<file path="config.mk">
export PLATFORM = sky130hd
export DESIGN_NAME = flash_cmd_decoder
export DESIGN_NICKNAME = d
export VERILOG_FILES = /design/src/rtl/flash_cmd_pkg.sv /design/src/rtl/fcd_strobe_filter.sv /design/src/rtl/fcd_sequencer.sv /design/src/rtl/flash_cmd_decoder.sv
export SDC_FILE = /design/constraint.sdc
export NUM_CORES = 1
export LEC_CHECK = 0
export CAP_MARGIN = 25
export CELL_PAD_IN_SITES_DETAIL_PLACEMENT = 2
export CELL_PAD_IN_SITES_GLOBAL_PLACEMENT = 2
export CORE_ASPECT_RATIO = 1.4
export CORE_UTILIZATION = 35
export CTS_BUF_LIST = sky130_fd_sc_hd__clkbuf_2
export DETAILED_ROUTE_END_ITERATION = 10
export PLACE_DENSITY_LB_ADDON = 0.05
export SYNTH_ARGS = -nofsm -noshare
export SYNTH_HDL_FRONTEND = slang
export SYNTH_SLANG_ARGS = --single-unit
</file>
<file path="constraint.sdc">
create_clock -name clk -period 2.1 [get_ports clk]
set_input_delay 0.42 -clock clk [delete_from_list [all_inputs] [get_ports clk]]
set_output_delay 0.42 -clock clk [all_outputs]
set_load 0.01 [all_outputs]
</file>
<file path="src/rtl/flash_cmd_pkg.sv">
package flash_cmd_pkg;

   typedef enum logic [1:0] {
      RD_ARRAY = 2'd0,
      RD_IDENT = 2'd1,
      RD_QUERY = 2'd2
   } rd_mode_e;

   typedef enum logic [2:0] {
      SQ_IDLE  = 3'd0,
      SQ_KEY1  = 3'd1,
      SQ_KEY2  = 3'd2,
      SQ_ARMED = 3'd3,
      SQ_ER3   = 3'd4,
      SQ_ER4   = 3'd5,
      SQ_ER5   = 3'd6
   } seq_state_e;

   localparam logic [7:0] CODE_KEY1  = 8'hAA;
   localparam logic [7:0] CODE_KEY2  = 8'h55;
   localparam logic [7:0] CODE_PROG  = 8'hA0;
   localparam logic [7:0] CODE_ERASE = 8'h80;
   localparam logic [7:0] CODE_WHOLE = 8'h10;
   localparam logic [7:0] CODE_IDENT = 8'h90;
   localparam logic [7:0] CODE_QUERY = 8'h98;
   localparam logic [7:0] CODE_EXIT  = 8'hF0;

   localparam logic [11:0] LOC_MAIN = 12'h555;
   localparam logic [11:0] LOC_ALT  = 12'h2AA;

endpackage

</file>
<file path="src/rtl/fcd_strobe_filter.sv">
module fcd_strobe_filter #(
   parameter int MIN_LOW = 2,
   parameter int ADDR_W  = 20,
   parameter int DATA_W  = 16
) (
   input  logic              clk,
   input  logic              rst_n,
   input  logic              we_n,
   input  logic [ADDR_W-1:0] addr_in,
   input  logic [DATA_W-1:0] data_in,
   output logic              wr_evt,
   output logic [ADDR_W-1:0] addr_q,
   output logic [DATA_W-1:0] data_q
);

   always_ff @(posedge clk or negedge rst_n) begin
      if (!rst_n) begin
         addr_q <= '0;
         data_q <= '0;
      end else if (!we_n) begin
         addr_q <= addr_in;
         data_q <= data_in;
      end
   end

   generate
      if (MIN_LOW <= 1) begin : g_flag
         logic was_low;
         always_ff @(posedge clk or negedge rst_n) begin
            if (!rst_n) was_low <= 1'b0;
            else        was_low <= !we_n;
         end
         assign wr_evt = we_n && was_low;
      end else begin : g_count
         localparam int CW = $clog2(MIN_LOW + 1);
         localparam logic [CW-1:0] SAT = CW'(MIN_LOW);
         logic [CW-1:0] low_cnt;
         always_ff @(posedge clk or negedge rst_n) begin
            if (!rst_n)           low_cnt <= '0;
            else if (we_n)        low_cnt <= '0;
            else if (low_cnt != SAT) low_cnt <= low_cnt + 1'b1;
         end
         assign wr_evt = we_n && (low_cnt == SAT);
      end
   endgenerate

endmodule

</file>
<file path="src/rtl/fcd_sequencer.sv">
module fcd_sequencer
   import flash_cmd_pkg::*;
#(
   parameter int ADDR_W     = 20,
   parameter int DATA_W     = 16,
   parameter int CMD_ADDR_W = 11
) (
   input  logic              clk,
   input  logic              rst_n,
   input  logic              wr_evt,
   input  logic              busy,
   input  logic [ADDR_W-1:0] addr_q,
   input  logic [DATA_W-1:0] data_q,
   output logic              prog_pulse,
   output logic [ADDR_W-1:0] prog_addr,
   output logic [DATA_W-1:0] prog_data,
   output logic              erase_pulse,
   output rd_mode_e          read_mode
);

   localparam logic [CMD_ADDR_W-1:0] A_MAIN = CMD_ADDR_W'(LOC_MAIN);
   localparam logic [CMD_ADDR_W-1:0] A_ALT  = CMD_ADDR_W'(LOC_ALT);

   seq_state_e st, st_nx;
   rd_mode_e   mode_nx;
   logic       prog_nx, erase_nx;
   logic       take;
   logic       at_main, at_alt;
   logic [7:0] code;

   assign take    = wr_evt && !busy;
   assign code    = data_q[7:0];
   assign at_main = addr_q[CMD_ADDR_W-1:0] == A_MAIN;
   assign at_alt  = addr_q[CMD_ADDR_W-1:0] == A_ALT;

   always_comb begin
      st_nx    = st;
      mode_nx  = read_mode;
      prog_nx  = 1'b0;
      erase_nx = 1'b0;
      if (take) begin
         if (st == SQ_ARMED) begin
            prog_nx = 1'b1;
            st_nx   = SQ_IDLE;
         end else if (code == CODE_EXIT) begin
            mode_nx = RD_ARRAY;
            st_nx   = SQ_IDLE;
         end else begin
            st_nx = SQ_IDLE;
            unique case (st)
               SQ_IDLE: if (at_main && code == CODE_KEY1) st_nx = SQ_KEY1;
               SQ_KEY1: if (at_alt  && code == CODE_KEY2) st_nx = SQ_KEY2;
               SQ_KEY2: if (at_main) begin
                  unique case (code)
                     CODE_PROG:  st_nx   = SQ_ARMED;
                     CODE_ERASE: st_nx   = SQ_ER3;
                     CODE_IDENT: mode_nx = RD_IDENT;
                     CODE_QUERY: mode_nx = RD_QUERY;
                     default:    st_nx   = SQ_IDLE;
                  endcase
               end
               SQ_ER3: if (at_main && code == CODE_KEY1) st_nx = SQ_ER4;
               SQ_ER4: if (at_alt  && code == CODE_KEY2) st_nx = SQ_ER5;
               SQ_ER5: if (at_main && code == CODE_WHOLE) erase_nx = 1'b1;
               default: st_nx = SQ_IDLE;
            endcase
         end
      end
   end

   always_ff @(posedge clk or negedge rst_n) begin
      if (!rst_n) begin
         st          <= SQ_IDLE;
         read_mode   <= RD_ARRAY;
         prog_pulse  <= 1'b0;
         erase_pulse <= 1'b0;
         prog_addr   <= '0;
         prog_data   <= '0;
      end else begin
         st          <= st_nx;
         read_mode   <= mode_nx;
         prog_pulse  <= prog_nx;
         erase_pulse <= erase_nx;
         if (prog_nx) begin
            prog_addr <= addr_q;
            prog_data <= data_q;
         end
      end
   end

endmodule

</file>
<file path="src/rtl/flash_cmd_decoder.sv">
module flash_cmd_decoder #(
   parameter int MIN_LOW    = 2,
   parameter int ADDR_W     = 20,
   parameter int DATA_W     = 16,
   parameter int CMD_ADDR_W = 11
) (
   input  logic              clk,
   input  logic              rst_n,
   input  logic              we_n,
   input  logic [ADDR_W-1:0] wr_addr,
   input  logic [DATA_W-1:0] wr_data,
   input  logic              busy,
   output logic              prog_pulse,
   output logic [ADDR_W-1:0] prog_addr,
   output logic [DATA_W-1:0] prog_data,
   output logic              erase_pulse,
   output logic [1:0]        read_mode
);

   initial begin
      assert (DATA_W >= 8) else $fatal(1, "DATA_W must hold a command byte");
      assert (CMD_ADDR_W >= 11) else $fatal(1, "CMD_ADDR_W too narrow for 0x555");
      assert (ADDR_W >= CMD_ADDR_W) else $fatal(1, "ADDR_W below CMD_ADDR_W");
      assert (MIN_LOW >= 1) else $fatal(1, "MIN_LOW must be positive");
   end

   logic              wr_evt;
   logic [ADDR_W-1:0] addr_q;
   logic [DATA_W-1:0] data_q;
   flash_cmd_pkg::rd_mode_e mode_w;

   fcd_strobe_filter #(
      .MIN_LOW(MIN_LOW), .ADDR_W(ADDR_W), .DATA_W(DATA_W)
   ) u_filter (
      .clk(clk), .rst_n(rst_n), .we_n(we_n),
      .addr_in(wr_addr), .data_in(wr_data),
      .wr_evt(wr_evt), .addr_q(addr_q), .data_q(data_q)
   );

   fcd_sequencer #(
      .ADDR_W(ADDR_W), .DATA_W(DATA_W), .CMD_ADDR_W(CMD_ADDR_W)
   ) u_seq (
      .clk(clk), .rst_n(rst_n), .wr_evt(wr_evt), .busy(busy),
      .addr_q(addr_q), .data_q(data_q),
      .prog_pulse(prog_pulse), .prog_addr(prog_addr), .prog_data(prog_data),
      .erase_pulse(erase_pulse), .read_mode(mode_w)
   );

   assign read_mode = mode_w;

endmodule

</file>
==> metrics <==
status=finished, violations left; failing checks=design-rule violations; setup bufs post-CTS=0; largest net degree at the start of global routing=42; WP buf/inv=0; final WL=7.68 mm; Cell Area, Synth=3360 um^2; Sink Count=81; Max clock buf depth=2; syn nets=265; MaxCap Viol Count=0; ys flop type=dfrtp_1; DRC viols=3; PwrDens=640 nW/um^2; Worst setup SP type=flop; via count=2191; Placer Congestion=0.731; area of the core=9180 um^2; count of cell types in the netlist=38; share of cells above drive strength 1=32.9%; Synth top area share=60.4%; vias in the first global route=2457; max incr delay on CP=0.45 ns; final worst slack=0.201 ns; Slew HR=64.7%; Worst EP arrival=2.31 ns; Iter 0 DRT Violations=67; Seq cells post-synth=81; setup slack at placement=0.0842 ns; Clock Latency Late Sink=0.51 ns; CTS resizes=0; Crit path max-delay family=simple AND/OR/NAND/NOR gates; antenna cells=0; initial antenna violation count=0; nature of the critical path endpoint=flop; Setup-failing EPs final=0; final hold violations=0; Avg WL per Cell=17.9 um; Mean Syn Cell Area=15.0 um^2; Routed Antenna Nets=0; GRT overflow=0; # rows=41; Area Overhead vs Synth=33.0%; RSZ-0062 raised after global routing=no; max-slew violations=0; CTS tree=built; # port buffers=79; Post-synth top cells=dfrtp_1, mux2_2, nand2_1; global-route wire length before repair=12.8 mm; Critical Path RT=2.51 ns; CTS buffer count=9; Post-Synthesis Cells=224; fmax=526 MHz; Worst Skew=0.0122 ns; Final Cycle Share=90.4%; num ports=80; setup TNS=0 ns; DP Wirelength=5.50 mm; top cells by area, synth=dfrtp_1, mux2_2, nor4bb_1; CP max stage cell=dfrtp_1; sequential-to-total area share from yosys stat=60.4%; actual slew at the worst max-slew pin=0.529 ns; GRT Total Usage=16.9%; Reg clk slew, reported paths=0.20 ns; die width=84.8 um; leakage=1.94 nW; Max IR drop VDD=432 uV; post-layout min period=1.90 ns; number of flops mapped to enable cells by yosys=0; WS Path Type=flop to flop; cell chain of the critical path=nand4bb_2 -> or3_4 -> o32ai_4 -> mux2_2; Die Area=9990 um^2; YS warnings=0; DRT Pass-1 Iters=9; most numerous cell in the Yosys netlist=dfrtp_1; Clock Root Buffer=clkbuf_2; Starting Density=36.6%; ys async rst share=100%; DIE HEIGHT=118 um; Vias per Instance=5.11; worst hold path type=primary input to flop; CP max FO=4; H-tree levels=3; nets=358; hold buffers post-CTS=1; area leader, netlist=dfrtp_1
layout make-up:
type | instances | area [um^2]
Clock buffer | 10 | 50.0
Clock inverter | 6 | 58.8
Inverter | 2 | 7.51
Timing Repair Buffer | 90 | 906
Fill cell | 891 | 4720
Tap cell | 107 | 134
Multi-Input combinational cell | 133 | 1280
Sequential cell | 81 | 2030
through the flow:
stage          total power (W)  instance area, um^2  hold WS (ns)  std cells  util (%)
3_3_place_gp           0.00208                 4350         0.439        412      47.3
5_1_grt                0.00303                 4470         0.256        429      48.6
6_report               0.00286                 4470         0.304        429      48.6
2_1_floorplan          0.00191                 3360         0.124        224         -
3_5_place_dp           0.00210                 4350         0.443        412      47.3
4_1_cts                0.00292                 4470         0.254        429      48.6
report_power, final:
part | internal (W) | total [W] | switching [W]
combinational | 0.000198 | 0.000347 | 0.000149
sequential | 0.00165 | 0.00172 | 0.0000701
clock | 0.000272 | 0.000794 | 0.000522
kinds of logic (layout without fill, tap and decap cells):
| family | after synthesis | count (layout) | share of synthesized area, % |
|---|---|---|---|
| AOI/OAI and AO/OA | 12 | 12 | 2.83 |
| xor gates and xnor gates | 1 | 1 | 0.261 |
| adders and majority gates | 1 | 1 | 0.373 |
| buffers and inverters | 10 | 108 | 1.57 |
| DFF | 81 | 81 | 60.4 |
| muxes | 74 | 74 | 24.8 |
| and+or+nand+nor | 45 | 45 | 9.77 |
placed cells by master, fill, tap and decap left out, types with 2 or more instances in the layout:
cell,n
buf_12,3
nor3_1,2
buf_4,8
and3_1,3
nand3b_1,4
nand3_1,3
nor2_1,5
mux2_2,73
clkbuf_2,10
inv_1,2
dfrtp_1,81
clkdlybuf4s50_1,77
o21ai_0,5
nor2b_1,2
nor4_1,2
nand2_1,7
a22oi_1,2
nor4bb_1,3
clkinv_1,2
nor4b_1,2
flip-flops by register name (all words and copies together), names as in the netlist:
name and count:
u_filter.g_count.low_cnt 2, u_seq.st 3, u_seq.erase_pulse 1, u_filter.addr_q 20, u_seq.prog_pulse 1, u_filter.data_q 16, u_seq.prog_data 16, u_seq.prog_addr 20
u_seq.read_mode 2
tightest hold or removal path: stages:
cell	delay, ns
buf_2	0.11
buf_4	0.20
nor2_1	0.06
path summary, 6_finish.rpt:
check,to,depth (start not counted),start,slack [ns]
max in group asynchronous,u_seq.prog_addr[0],3,rst_n,1.09
min reg2reg,u_seq.read_mode[1],1,u_seq.read_mode[1],0.53
min in group asynchronous,u_seq.prog_data[2],2,rst_n,0.41
max,u_seq.read_mode[0],4,u_filter.addr_q[5],0.20
min,u_filter.g_count.low_cnt[1],3,we_n,0.30
max reg2reg,u_seq.read_mode[0],4,u_filter.addr_q[5],0.20
layer usage:
layer  GRT usage, %  routed length, um  vias to the layer above
li1               -                  -                      998
met1           20.5               3120                     1136
met2           28.3               4100                       51
met3           5.40                374                        6
met4           5.19                 91                        0
met5              0                  0                        -
No activity file was read; power rests on OpenSTA's default activity.
